### config.mk
export PLATFORM = sky130hd
export DESIGN_NAME = tw3_reg_master
export DESIGN_NICKNAME = d
export VERILOG_FILES = /design/src/rtl/tw3_pkg.sv /design/src/rtl/tw3_phase_timer.sv /design/src/rtl/tw3_frame_shift.sv /design/src/rtl/tw3_reg_master.sv
export SDC_FILE = /design/constraint.sdc
export NUM_CORES = 1
export LEC_CHECK = 0
export ABC_AREA = 0
export ABC_CLOCK_PERIOD_IN_PS = 4300
export BUFFER_PORTS_ARGS = -buffer_cell sky130_fd_sc_hd__buf_2
export CAP_MARGIN = 30
export CORE_MARGIN = 8
export CORE_UTILIZATION = 60
export CTS_CLUSTER_DIAMETER = 120
export CTS_CLUSTER_SIZE = 28
export DETAILED_ROUTE_END_ITERATION = 7
export GPL_TIMING_DRIVEN = 0
export PLACE_DENSITY = 0.84
export SYNTH_ARGS = -nofsm -noshare
export SYNTH_HDL_FRONTEND = slang
export SYNTH_SLANG_ARGS = --single-unit
### constraint.sdc
create_clock -name clk -period 4.3 [get_ports clk]
set_input_delay 0.86 -clock clk [delete_from_list [all_inputs] [get_ports clk]]
set_output_delay 0.86 -clock clk [all_outputs]
set_load 0.01 [all_outputs]
### src/rtl/tw3_pkg.sv
package tw3_pkg;

  typedef enum logic [2:0] {
    PH_IDLE,
    PH_SETUP,
    PH_HIGH,
    PH_LOW,
    PH_GAP
  } phase_e;

  function automatic int ceil_div(input int num, input int den);
    return (num + den - 1) / den;
  endfunction

  function automatic int max2(input int a, input int b);
    return (a > b) ? a : b;
  endfunction

endpackage

### src/rtl/tw3_phase_timer.sv
// Down-counter that times one phase; done_o marks the last cycle of the phase.
module tw3_phase_timer #(
  parameter int CNT_W = 8
) (
  input  logic             clk,
  input  logic             rst_n,
  input  logic             load_i,
  input  logic [CNT_W-1:0] load_val_i,
  output logic             done_o
);

  logic [CNT_W-1:0] cnt_q;

  always_ff @(posedge clk or negedge rst_n) begin
    if (!rst_n) begin
      cnt_q <= '0;
    end else if (load_i) begin
      cnt_q <= load_val_i;
    end else if (cnt_q != '0) begin
      cnt_q <= cnt_q - 1'b1;
    end
  end

  assign done_o = (cnt_q == '0);

endmodule

### src/rtl/tw3_frame_shift.sv
// Outgoing frame shifter (MSB presented first) and read-byte capture register.
module tw3_frame_shift #(
  parameter int NBITS  = 16,
  parameter int DATA_W = 8
) (
  input  logic              clk,
  input  logic              rst_n,
  input  logic              load_i,
  input  logic [NBITS-1:0]  frame_i,
  input  logic              advance_i,
  input  logic              capture_i,
  input  logic              sdi_i,
  output logic              bit_o,
  output logic [DATA_W-1:0] rdata_o
);

  logic [NBITS-1:0]  tx_q;
  logic [DATA_W-1:0] rx_q;

  always_ff @(posedge clk or negedge rst_n) begin
    if (!rst_n) begin
      tx_q <= '0;
    end else if (load_i) begin
      tx_q <= frame_i;
    end else if (advance_i) begin
      tx_q <= {tx_q[NBITS-2:0], 1'b0};
    end
  end

  always_ff @(posedge clk or negedge rst_n) begin
    if (!rst_n) begin
      rx_q <= '0;
    end else if (load_i) begin
      rx_q <= '0;
    end else if (capture_i) begin
      rx_q <= {rx_q[DATA_W-2:0], sdi_i};
    end
  end

  assign bit_o   = tx_q[NBITS-1];
  assign rdata_o = rx_q;

endmodule

### src/rtl/tw3_reg_master.sv
module tw3_reg_master
  import tw3_pkg::*;
#(
  parameter int CLK_NS   = 5,
  parameter int SETUP_NS = 150,
  parameter int HIGH_NS  = 160,
  parameter int LOW_NS   = 160,
  parameter int GAP_NS   = 1000,
  parameter int ADDR_W   = 6,
  parameter int DATA_W   = 8
) (
  input  logic              clk,
  input  logic              rst_n,
  input  logic              req_valid,
  output logic              req_ready,
  input  logic              req_write,
  input  logic [ADDR_W-1:0] req_addr,
  input  logic [DATA_W-1:0] req_wdata,
  output logic              rsp_valid,
  output logic [DATA_W-1:0] rsp_rdata,
  output logic              ser_en,
  output logic              ser_clk,
  output logic              ser_dout,
  output logic              ser_doe,
  input  logic              ser_din
);

  localparam int S_CYC   = ceil_div(SETUP_NS, CLK_NS);
  localparam int H_CYC   = ceil_div(HIGH_NS, CLK_NS);
  localparam int L_CYC   = ceil_div(LOW_NS, CLK_NS);
  localparam int G_CYC   = ceil_div(GAP_NS, CLK_NS);
  localparam int MAX_CYC = max2(max2(S_CYC, H_CYC), max2(L_CYC, G_CYC));
  localparam int CNT_W   = $clog2(MAX_CYC + 1);
  localparam int NBITS   = ADDR_W + 2 + DATA_W;
  localparam int IDX_W   = $clog2(NBITS);

  localparam logic [CNT_W-1:0] S_LD = CNT_W'(S_CYC - 1);
  localparam logic [CNT_W-1:0] H_LD = CNT_W'(H_CYC - 1);
  localparam logic [CNT_W-1:0] L_LD = CNT_W'(L_CYC - 1);
  localparam logic [CNT_W-1:0] G_LD = CNT_W'(G_CYC - 1);

  localparam logic [IDX_W-1:0] TURN_I  = IDX_W'(ADDR_W + 1);
  localparam logic [IDX_W-1:0] DATA0_I = IDX_W'(ADDR_W + 2);
  localparam logic [IDX_W-1:0] LAST_I  = IDX_W'(NBITS - 1);

  phase_e           ph_q, ph_d;
  logic [IDX_W-1:0] idx_q;
  logic             rd_q;
  logic             rsp_q;

  logic             t_load;
  logic [CNT_W-1:0] t_val;
  logic             t_done;
  logic             accept;
  logic             advance;
  logic             capture;
  logic             cur_bit;
  logic [NBITS-1:0] frame_word;
  logic             in_frame;
  logic             released;

  assign accept     = (ph_q == PH_IDLE) && req_valid;
  assign frame_word = {req_addr, ~req_write, 1'b0,
                       (req_write ? req_wdata : {DATA_W{1'b0}})};

  // Phase sequencing: setup -> high -> low per pulse, then recovery gap.
  always_comb begin
    ph_d    = ph_q;
    t_load  = 1'b0;
    t_val   = '0;
    advance = 1'b0;
    capture = 1'b0;
    case (ph_q)
      PH_IDLE: begin
        if (req_valid) begin
          ph_d   = PH_SETUP;
          t_load = 1'b1;
          t_val  = S_LD;
        end
      end
      PH_SETUP: begin
        if (t_done) begin
          ph_d    = PH_HIGH;
          t_load  = 1'b1;
          t_val   = H_LD;
          capture = rd_q && (idx_q >= DATA0_I);
        end
      end
      PH_HIGH: begin
        if (t_done) begin
          ph_d   = PH_LOW;
          t_load = 1'b1;
          t_val  = L_LD;
        end
      end
      PH_LOW: begin
        if (t_done) begin
          t_load = 1'b1;
          if (idx_q == LAST_I) begin
            ph_d  = PH_GAP;
            t_val = G_LD;
          end else begin
            ph_d    = PH_SETUP;
            t_val   = S_LD;
            advance = 1'b1;
          end
        end
      end
      PH_GAP: begin
        if (t_done) begin
          ph_d = PH_IDLE;
        end
      end
      default: ph_d = PH_IDLE;
    endcase
  end

  always_ff @(posedge clk or negedge rst_n) begin
    if (!rst_n) begin
      ph_q  <= PH_IDLE;
      idx_q <= '0;
      rd_q  <= 1'b0;
      rsp_q <= 1'b0;
    end else begin
      ph_q  <= ph_d;
      rsp_q <= (ph_q == PH_GAP) && t_done;
      if (accept) begin
        idx_q <= '0;
        rd_q  <= ~req_write;
      end else if (advance) begin
        idx_q <= idx_q + 1'b1;
      end
    end
  end

  tw3_phase_timer #(
    .CNT_W(CNT_W)
  ) u_timer (
    .clk       (clk),
    .rst_n     (rst_n),
    .load_i    (t_load),
    .load_val_i(t_val),
    .done_o    (t_done)
  );

  tw3_frame_shift #(
    .NBITS (NBITS),
    .DATA_W(DATA_W)
  ) u_shift (
    .clk      (clk),
    .rst_n    (rst_n),
    .load_i   (accept),
    .frame_i  (frame_word),
    .advance_i(advance),
    .capture_i(capture),
    .sdi_i    (ser_din),
    .bit_o    (cur_bit),
    .rdata_o  (rsp_rdata)
  );

  assign in_frame  = (ph_q == PH_SETUP) || (ph_q == PH_HIGH) || (ph_q == PH_LOW);
  assign released  = in_frame && rd_q && (idx_q >= TURN_I);
  assign ser_en    = in_frame;
  assign ser_clk   = (ph_q == PH_HIGH);
  assign ser_doe   = ~released;
  assign ser_dout  = in_frame && !released && cur_bit;
  assign req_ready = (ph_q == PH_IDLE);
  assign rsp_valid = rsp_q;


  clk_needs_enable_chk: assert property (@(posedge clk) disable iff (!rst_n)
    ser_clk |-> ser_en);


  dout_steady_high_chk: assert property (@(posedge clk) disable iff (!rst_n)
    (ser_clk && $past(ser_clk)) |-> $stable(ser_dout));


  busy_not_ready_chk: assert property (@(posedge clk) disable iff (!rst_n)
    ser_en |-> !req_ready);


  release_in_frame_chk: assert property (@(posedge clk) disable iff (!rst_n)
    !ser_doe |-> ser_en);


  capture_when_released_chk: assert property (@(posedge clk) disable iff (!rst_n)
    capture |-> !ser_doe);


  enable_fall_park_chk: assert property (@(posedge clk) disable iff (!rst_n)
    $fell(ser_en) |-> (!ser_dout && ser_doe && !ser_clk));


  rsp_single_pulse_chk: assert property (@(posedge clk) disable iff (!rst_n)
    rsp_valid |=> !rsp_valid);


  rsp_with_ready_chk: assert property (@(posedge clk) disable iff (!rst_n)
    rsp_valid |-> req_ready);

endmodule

==> impl_metrics.toml, run 1 <==
[power]
power_density_nw_per_um2 = 297
irDropWorstVdd_v = 0.000213
intPower_uw = 550
swShare = 0.208
combPwrFrac = 0.053
seqPwrFrac = 0.580
p_leak_nw = 1.10
p_clk_frac = 0.368
p_sw_uw = 144

[global_routing]
grt_usage = 0.165
grt_pass1_vias = 1566
grt_pass1_wl_um = 6930
grt_overflow = 0
antenna_found_initial = 0
grt_max_degree = 42

[worst_setup_path]
crit_fanout = 10
path_class = "reg2out"
reg2reg_slack_ps = 1980
critPathArrivalTime_ps = 1840
startpoint_type = "flop"
required_ps = 3440
end_kind = "output pin"

[cells_and_area]
drive_gt1_frac = 0.244
fin_nets = 268
n_antenna_cell = 0
syn_to_final_growth_pct = 14.6
layout_commonest_cell = "dfrtp_1"
final_cell_mix = "41 x dfrtp_1, 33 x buf_2, 28 x nand2_1"

[synth]
synth_cell_type_count = 41
avgSynthCellArea_sq_um = 9.86
synthesis.area_sq_um = 2040
ys_seq_elements = 41
synth-edff-count = 0
synthCells = 207
async_reset_ff_frac = 1.00
netlist.area_leader.share = 0.503
synth_top_area_cell = "dfrtp_1"
netlist_top_cells_area = "dfrtp_1 50%, nand3_1 5.9%, mux2i_1 5.4%, nand2_1 5.2%, nor2_2 2.8%"
yosysWarnings = 0
synth_nets = 230
synth-main-ff-cell = "dfrtp_1"
ys_seq_area_frac = 0.503

[timing]
rsz0062_at_grt = "false"
fmax_ghz = 0.371
finalSetupViolCount = 0
maxSlewHeadroom = 0.430
finClkSkew_ps = 12.6
tns_ps = 0
whs_ps = 513
finalCritPeriodShare = 0.628
finalCriticalPeriod_ps = 2700
tightest_slew_ps = 855
slew_violations = 0
finalHoldViolCount = 0

[routing]
routedWlPerCell_um = 14.4
drt_pass1_iterations = 4
drc = 0
drt_wl_total_um = 4190
viasPerCell = 5.63
vias = 1645
first_iter_violations = 91
detail-route-antenna-nets = 0

[die]
fp-row-count = 21
dieArea_sq_um = 5520
pin_count = 33
initial_utilization = 0.616
die_w_um = 74.3
dieHeight_um = 74.3
core_area_sq_um = 3310

[placed_design]
dp_hpwl_um = 3060
routabilityCongestion = 0.855
io_buffers = 31

[clocking]
clkLatencyLatePin_ps = 350
cts_buffer_depth = 2
cts_tree = "built"
cts.clk_slew.worst_paths_ps = 110
cts-htree-levels = 2
numCtsBuffers = 5
postCtsHoldBufs = 0
postCtsSetupRepairBufs = 0
cts_resized = 0
clock_sinks = 41
ctsRootBufferMaster = "clkbuf_4"

[job]
maxCapViolCount = 0

[min_path]
hp-class = "reg2reg"

[run_status]
status = "finished clean"
cell usage after synthesis (all sizes together) (2+ instances only):
master,count
a221o,4
inv,7
o21ai,9
xnor2,2
and2,3
or3b,2
or3,2
dfrtp,41
nand2,28
xor2,2
buf,4
nor4,3
nand4,2
o22ai,2
ha,4
clkbuf,6
o221a,4
nor2,19
nor3,4
and3,3
mux2i,11
nor3b,2
a21oi,6
nand3,24
metal layers:
metal / routed length, um / up-vias / GRT usage
met2: 1850 / 49 / 0.258
met5: 0 / - / 0
met1: 2040 / 782 / 0.211
met3: 254 / 4 / 0.0472
met4: 53 / 0 / 0.0674
li1: - / 810 / -
logic make-up after synthesis:
group                    share of synthesized area
AO/OA/AOI/OAI                                0.111
XOR/XNOR                                    0.0172
adder cells (fa/ha/maj)                     0.0245
buffers and inverters                       0.0362
flip-flops                                   0.503
multiplexers                                0.0540
AND/OR/NAND/NOR                              0.254
power by group through the flow:
stage	logic [mW]	clock network [mW]	registers, mW
finish	0.0366	0.255	0.403
global route	0.0418	0.273	0.404
CTS	0.0379	0.261	0.403
detailed placement	0.0379	0	0.410
global placement	0.0371	0	0.410
floorplan	0.0151	0	0.410
sequential cells by signal, summed over array words and instances, names as in the netlist:
signal,cells
u_shift.tx_q,16
rd_q,1
rsp_valid,1
u_timer.cnt_q,8
u_shift.rdata_o,8
idx_q,4
ph_q,3
area by class of cell:
cell class,count,area (sq um)
Tap cell,46,57.6
Fill cell,261,972
Timing Repair Buffer,31,155
Buffer,10,47.5
Clock inverter,1,30.0
Inverter,7,26.3
Multi-Input combinational cell,149,941
Clock buffer,7,55.1
Sequential cell,41,1030
worst max-delay path, cell delays in order, from the launching register on:
cell and delay, ps:
dfrtp_1 450, clkbuf_1 240, nor2_1 460, and3_1 230
buf_2 120
final timing paths:
check / endpoint / from / depth (start not counted)
min in group asynchronous: u_shift.rdata_o[0] / rst_n / 1
hold reg to reg: u_shift.tx_q[15] / u_shift.tx_q[15] / 2
setup reg to reg: u_shift.tx_q[12] / u_timer.cnt_q[3] / 4
setup / recovery: ser_dout / ph_q[2] / 4
hold / removal: u_shift.tx_q[15] / u_shift.tx_q[15] / 2
max in group asynchronous: u_timer.cnt_q[7] / rst_n / 1
per-stage QoR:
stage	utilization	area (sq um)	cells	total power, mW	setup WS [ps]
after CTS	0.706	2340	292	0.702	1580
after floorplan	-	2040	207	0.425	2140
final	0.706	2340	292	0.695	1600
after detailed placement	0.681	2250	284	0.448	1600
after global routing	0.706	2340	292	0.719	1440
after global placement	0.681	2250	284	0.447	1670
Note: power is estimated with default switching activity, not from simulation.
==> inputs of run 2 (changes only) <==
--- a/config.mk
+++ b/config.mk
@@ -6,16 +6,16 @@
 export NUM_CORES = 1
 export LEC_CHECK = 0
 export ABC_AREA = 0
-export ABC_CLOCK_PERIOD_IN_PS = 4300
+export ABC_CLOCK_PERIOD_IN_PS = 2700
 export BUFFER_PORTS_ARGS = -buffer_cell sky130_fd_sc_hd__buf_2
 export CAP_MARGIN = 30
 export CORE_MARGIN = 8
-export CORE_UTILIZATION = 60
+export CORE_UTILIZATION = 55
 export CTS_CLUSTER_DIAMETER = 120
 export CTS_CLUSTER_SIZE = 28
 export DETAILED_ROUTE_END_ITERATION = 7
 export GPL_TIMING_DRIVEN = 0
-export PLACE_DENSITY = 0.84
+export PLACE_DENSITY = 0.78
 export SYNTH_ARGS = -nofsm -noshare
 export SYNTH_HDL_FRONTEND = slang
 export SYNTH_SLANG_ARGS = --single-unit
==> constraint.sdc (replaced) <==
create_clock -name clk -period 2.7 [get_ports clk]
set_input_delay 0.54 -clock clk [delete_from_list [all_inputs] [get_ports clk]]
set_output_delay 0.54 -clock clk [all_outputs]
set_load 0.01 [all_outputs]
==> impl_metrics.toml, run 2 (synthesized netlist as in run 1, its figures left out) <==
[run_status]
status = "finished clean"

[power]
swShare = 0.226
intPower_uw = 826
p_total_mw = 1.07
combPwrFrac = 0.055
p_clk_frac = 0.344
seqPwrFrac = 0.601
power_density_nw_per_um2 = 458
p_leak_nw = 1.09
p_sw_uw = 241
irDropWorstVdd_v = 0.000368

[global_routing]
grt_pass1_vias = 1658
grt_max_degree = 42
grt_usage = 0.154
antenna_found_initial = 0
grt_overflow = 0
grt_pass1_wl_um = 7490

[clocking]
postCtsSetupRepairBufs = 0
cts.clk_slew.worst_paths_ps = 70
cts_tree = "built"
cts_buffer_depth = 2
cts_resized = 0
numCtsBuffers = 5
postCtsHoldBufs = 0
cts-htree-levels = 2
clkLatencyLatePin_ps = 290
clock_sinks = 41
ctsRootBufferMaster = "clkbuf_8"

[worst_setup_path]
end_kind = "flop"
cp_cell_sequence = "nor4_1 -> nand2_1 -> nor3_1 -> a221o_1"
reg2reg_from = "u_timer.cnt_q[5]"
required_ps = 2930
crit_family = "simple AND/OR/NAND/NOR gates"
critPathArrivalTime_ps = 2700
r2r_cells = 4
r2r_end = "u_shift.tx_q[7]"
startpoint_type = "flop"
reg2reg_slack_ps = 230
crit_fanout = 7
crit_buf_inv = 0
path_class = "reg2reg"
max_stage_delay_ps = 710
slowest_stage = "nor4_1"

[timing]
tns_ps = 0
finalCriticalPeriod_ps = 2470
rsz0062_at_grt = "false"
finalCritPeriodShare = 0.915
slew_violations = 0
finalHoldViolCount = 0
finalSetupViolCount = 0
fmax_ghz = 0.405
maxSlewHeadroom = 0.417
finClkSkew_ps = 4.41
tightest_slew_ps = 874

[cells_and_area]
top_register = "u_shift.tx_q"
fin_nets = 268
n_antenna_cell = 0
final_cell_mix = "41 x dfrtp_1, 33 x buf_2, 28 x nand2_1"
syn_to_final_growth_pct = 14.2
drive_gt1_frac = 0.242
largest_reg_flops = 16
layout_commonest_cell = "dfrtp_1"

[placed_design]
dp_hpwl_um = 3150
io_buffers = 31
routabilityCongestion = 0.794

[die]
fp-row-count = 22
initial_utilization = 0.566
die_w_um = 76.9
dieArea_sq_um = 5920
dieHeight_um = 76.9
pin_count = 33
core_area_sq_um = 3610

[routing]
routedWlPerCell_um = 15.1
detail-route-antenna-nets = 0
drt_wl_total_um = 4400
drt_pass1_iterations = 4
first_iter_violations = 112
drc = 0
viasPerCell = 5.61
vias = 1639

[job]
maxCapViolCount = 0

[min_path]
hp-class = "in2async"
-- run 2: changes by cell type in the layout (fill, tap and decap cells not counted) --
cell	before	now
clkbuf_8	1	5
bufinv_16	1	0
clkbuf_4	5	0
clkinv_2	0	1
clkbuf_1	7	6
-- run 2: how the worst max path moves through the flow --
stage                startpoint                  to  slack, ps  cells after the start
6_report       u_timer.cnt_q[5]     u_shift.tx_q[7]        230                      4
5_1_grt        u_timer.cnt_q[5]    u_shift.tx_q[12]        150                      4
4_1_cts        u_timer.cnt_q[5]    u_shift.tx_q[12]        290                      4
3_5_place_dp   u_timer.cnt_q[5]    u_shift.tx_q[12]        320                      4
3_3_place_gp   u_timer.cnt_q[5]    u_shift.tx_q[11]        350                      4
2_1_floorplan  u_timer.cnt_q[0]  u_shift.rdata_o[0]        650                      6
-- run 2: power groups by stage --
stage                     registers, mW  clock network [mW]  logic, mW
after floorplan                   0.654                   0     0.0241
after global routing              0.643               0.401     0.0672
after global placement            0.652                   0     0.0592
after detailed placement          0.653                   0     0.0602
after CTS                         0.641               0.376     0.0605
final                             0.641               0.367     0.0586
-- run 2: worst reg2reg max path, stage by stage (launching register included) --
cell,delay [ps]
dfrtp_1,420
nor4_1,710
nand2_1,330
nor3_1,690
a221o_1,270
-- run 2: cell type report --
cell class	count	area (sq um)
tap	48	60.1
sequential	41	1030
fill	339	1280
inverter	7	26.3
buffer	10	47.5
timing repair buffer	31	155
clock buffer	5	68.8
multi-input combinational	149	941
clock inverter	1	5.00
-- run 2: stage by stage --
| stage | setup WS [ps] | hold WS (ps) | area [sq um] | std cells | util |
|---|---|---|---|---|---|
| finish | 228 | 364 | 2330 | 292 | 0.646 |
| global route | 149 | 436 | 2330 | 292 | 0.646 |
| CTS | 289 | 393 | 2330 | 292 | 0.646 |
| detailed placement | 320 | 493 | 2260 | 286 | 0.626 |
| global placement | 348 | 484 | 2260 | 286 | 0.626 |
| floorplan | 647 | 244 | 2040 | 207 | - |
-- run 2: layer usage --
layer | vias to the layer above | share of wire | track usage
met2 | 48 | 0.47 | 0.238
met5 | - | 0 | 0
li1 | 808 | - | -
met3 | 11 | 0.049 | 0.0443
met1 | 772 | 0.46 | 0.189
met4 | 0 | 0.022 | 0.0808
==> inputs of run 3 (changes only) <==
--- a/config.mk
+++ b/config.mk
@@ -15,7 +15,7 @@
 export CTS_CLUSTER_SIZE = 28
 export DETAILED_ROUTE_END_ITERATION = 7
 export GPL_TIMING_DRIVEN = 0
-export PLACE_DENSITY = 0.78
+export PLACE_DENSITY = 0.76
 export SYNTH_ARGS = -nofsm -noshare
 export SYNTH_HDL_FRONTEND = slang
 export SYNTH_SLANG_ARGS = --single-unit
==> impl_metrics.toml, run 3 (synthesized netlist as in run 1, its figures left out) <==
[die]
dieHeight_um = 76.9
die_w_um = 76.9
dieArea_sq_um = 5920
fp-row-count = 22
pin_count = 33
initial_utilization = 0.566
core_area_sq_um = 3610

[global_routing]
antenna_found_initial = 0
grt_overflow = 0
grt_usage = 0.157
grt_pass1_wl_um = 7580
grt_pass1_vias = 1654
grt_max_degree = 42

[timing]
finalHoldViolCount = 0
fmax_ghz = 0.426
finClkSkew_ps = 8.61
maxSlewHeadroom = 0.420
finalSetupViolCount = 0
setup_slack_ps = 350
finalCritPeriodShare = 0.870
slew_violations = 0
tns_ps = 0
rsz0062_at_grt = "false"
whs_ps = 347
tightest_slew_ps = 869
finalCriticalPeriod_ps = 2350

[routing]
detail-route-antenna-nets = 0
first_iter_violations = 127
drc = 0
drt_pass1_iterations = 4
vias = 1663
routedWlPerCell_um = 14.7
drt_wl_total_um = 4330
viasPerCell = 5.66

[power]
irDropWorstVdd_v = 0.000375
p_total_mw = 1.09
p_leak_nw = 1.10
power_density_nw_per_um2 = 466

[cells_and_area]
top_register = "u_shift.tx_q"
layout_commonest_cell = "dfrtp_1"
final_cell_mix = "41 x dfrtp_1, 33 x buf_2, 28 x nand2_1"
largest_reg_flops = 16
syn_to_final_growth_pct = 14.8
nFillCells = 304
n_antenna_cell = 0
final_cell_area_sq_um = 2340
fin_cells = 294
fin_util = 0.650
fin_nets = 268
drive_gt1_frac = 0.248

[placed_design]
dp_cells = 286
dp_slack_ps = 376
dp_hpwl_um = 3140
io_buffers = 31
placed_area_sq_um = 2260
routabilityCongestion = 0.817

[worst_setup_path]
crit_fanout = 10
startpoint_type = "flop"
slowest_stage = "dfrtp_1"
path_class = "reg2out"
end_kind = "output pin"
max_stage_delay_ps = 450
required_ps = 2160
critPathArrivalTime_ps = 1810
cp_cell_sequence = "clkbuf_1 -> nor2_1 -> and3_1 -> buf_2"

[min_path]
hp-class = "in2async"

[clocking]
cts_resized = 0
ctsRootBufferMaster = "clkbuf_8"
cts_buffer_depth = 2
clock_sinks = 41
numCtsBuffers = 5
clkLatencyLatePin_ps = 300
postCtsSetupRepairBufs = 0
postCtsHoldBufs = 0
cts.clk_slew.worst_paths_ps = 80
cts-htree-levels = 2
cts_tree = "built"

[run_status]
status = "finished clean"

[job]
maxCapViolCount = 0
## run 3: cell count changes in the layout (fill, tap and decap cells not counted), sizes merged
cell	change
clkinv	+1
clkinvlp	+1
## run 3: critical path, delay by kind of cell (launching register included)
| family | cells | cell delay (ps) |
|---|---|---|
| simple gates | 2 | 670 |
| flops | 1 | 450 |
| buf+inv | 2 | 380 |
## run 3: worst paths after layout
check | from | to | slack [ps] | cells past startpoint
hold / removal | rst_n | u_shift.rdata_o[4] | 350 | 1
hold reg to reg | u_shift.tx_q[10] | u_shift.tx_q[10] | 510 | 2
max in group asynchronous | rst_n | u_timer.cnt_q[3] | 1800 | 1
setup / recovery | ph_q[2] | ser_dout | 350 | 4
setup reg to reg | u_timer.cnt_q[5] | u_shift.tx_q[12] | 390 | 4
min in group clk | req_addr[0] | u_shift.tx_q[10] | 460 | 3
## run 3: area by class of cell
| cell class | instances | area, sq um | share of cell area |
|---|---|---|---|
| tap | 48 | 60.1 | 0.0256 |
| buffer | 10 | 47.5 | 0.0203 |
| multi-input combinational | 149 | 941 | 0.402 |
| timing repair buffer | 31 | 155 | 0.0662 |
| sequential | 41 | 1030 | 0.438 |
| clock buffer | 5 | 68.8 | 0.0294 |
| inverter | 7 | 26.3 | 0.0112 |
| clock inverter | 3 | 17.5 | 0.00748 |
## run 3: per-layer routing
metal	part of all wire	routed length, um	vias to the layer above	GRT usage
met4	0.018	76	0	0.0808
met2	0.45	1970	47	0.240
met5	0	0	-	0
met3	0.064	278	7	0.0455
met1	0.46	2000	797	0.197
li1	-	-	812	-
## run 3: power breakdown
group	leakage, nW	internal (mW)	switching (mW)
Sequential	0.503	0.630	0.0116
Combinational	0.551	0.0258	0.0324
Clock	0.0439	0.178	0.213
Total	1.10	0.834	0.257
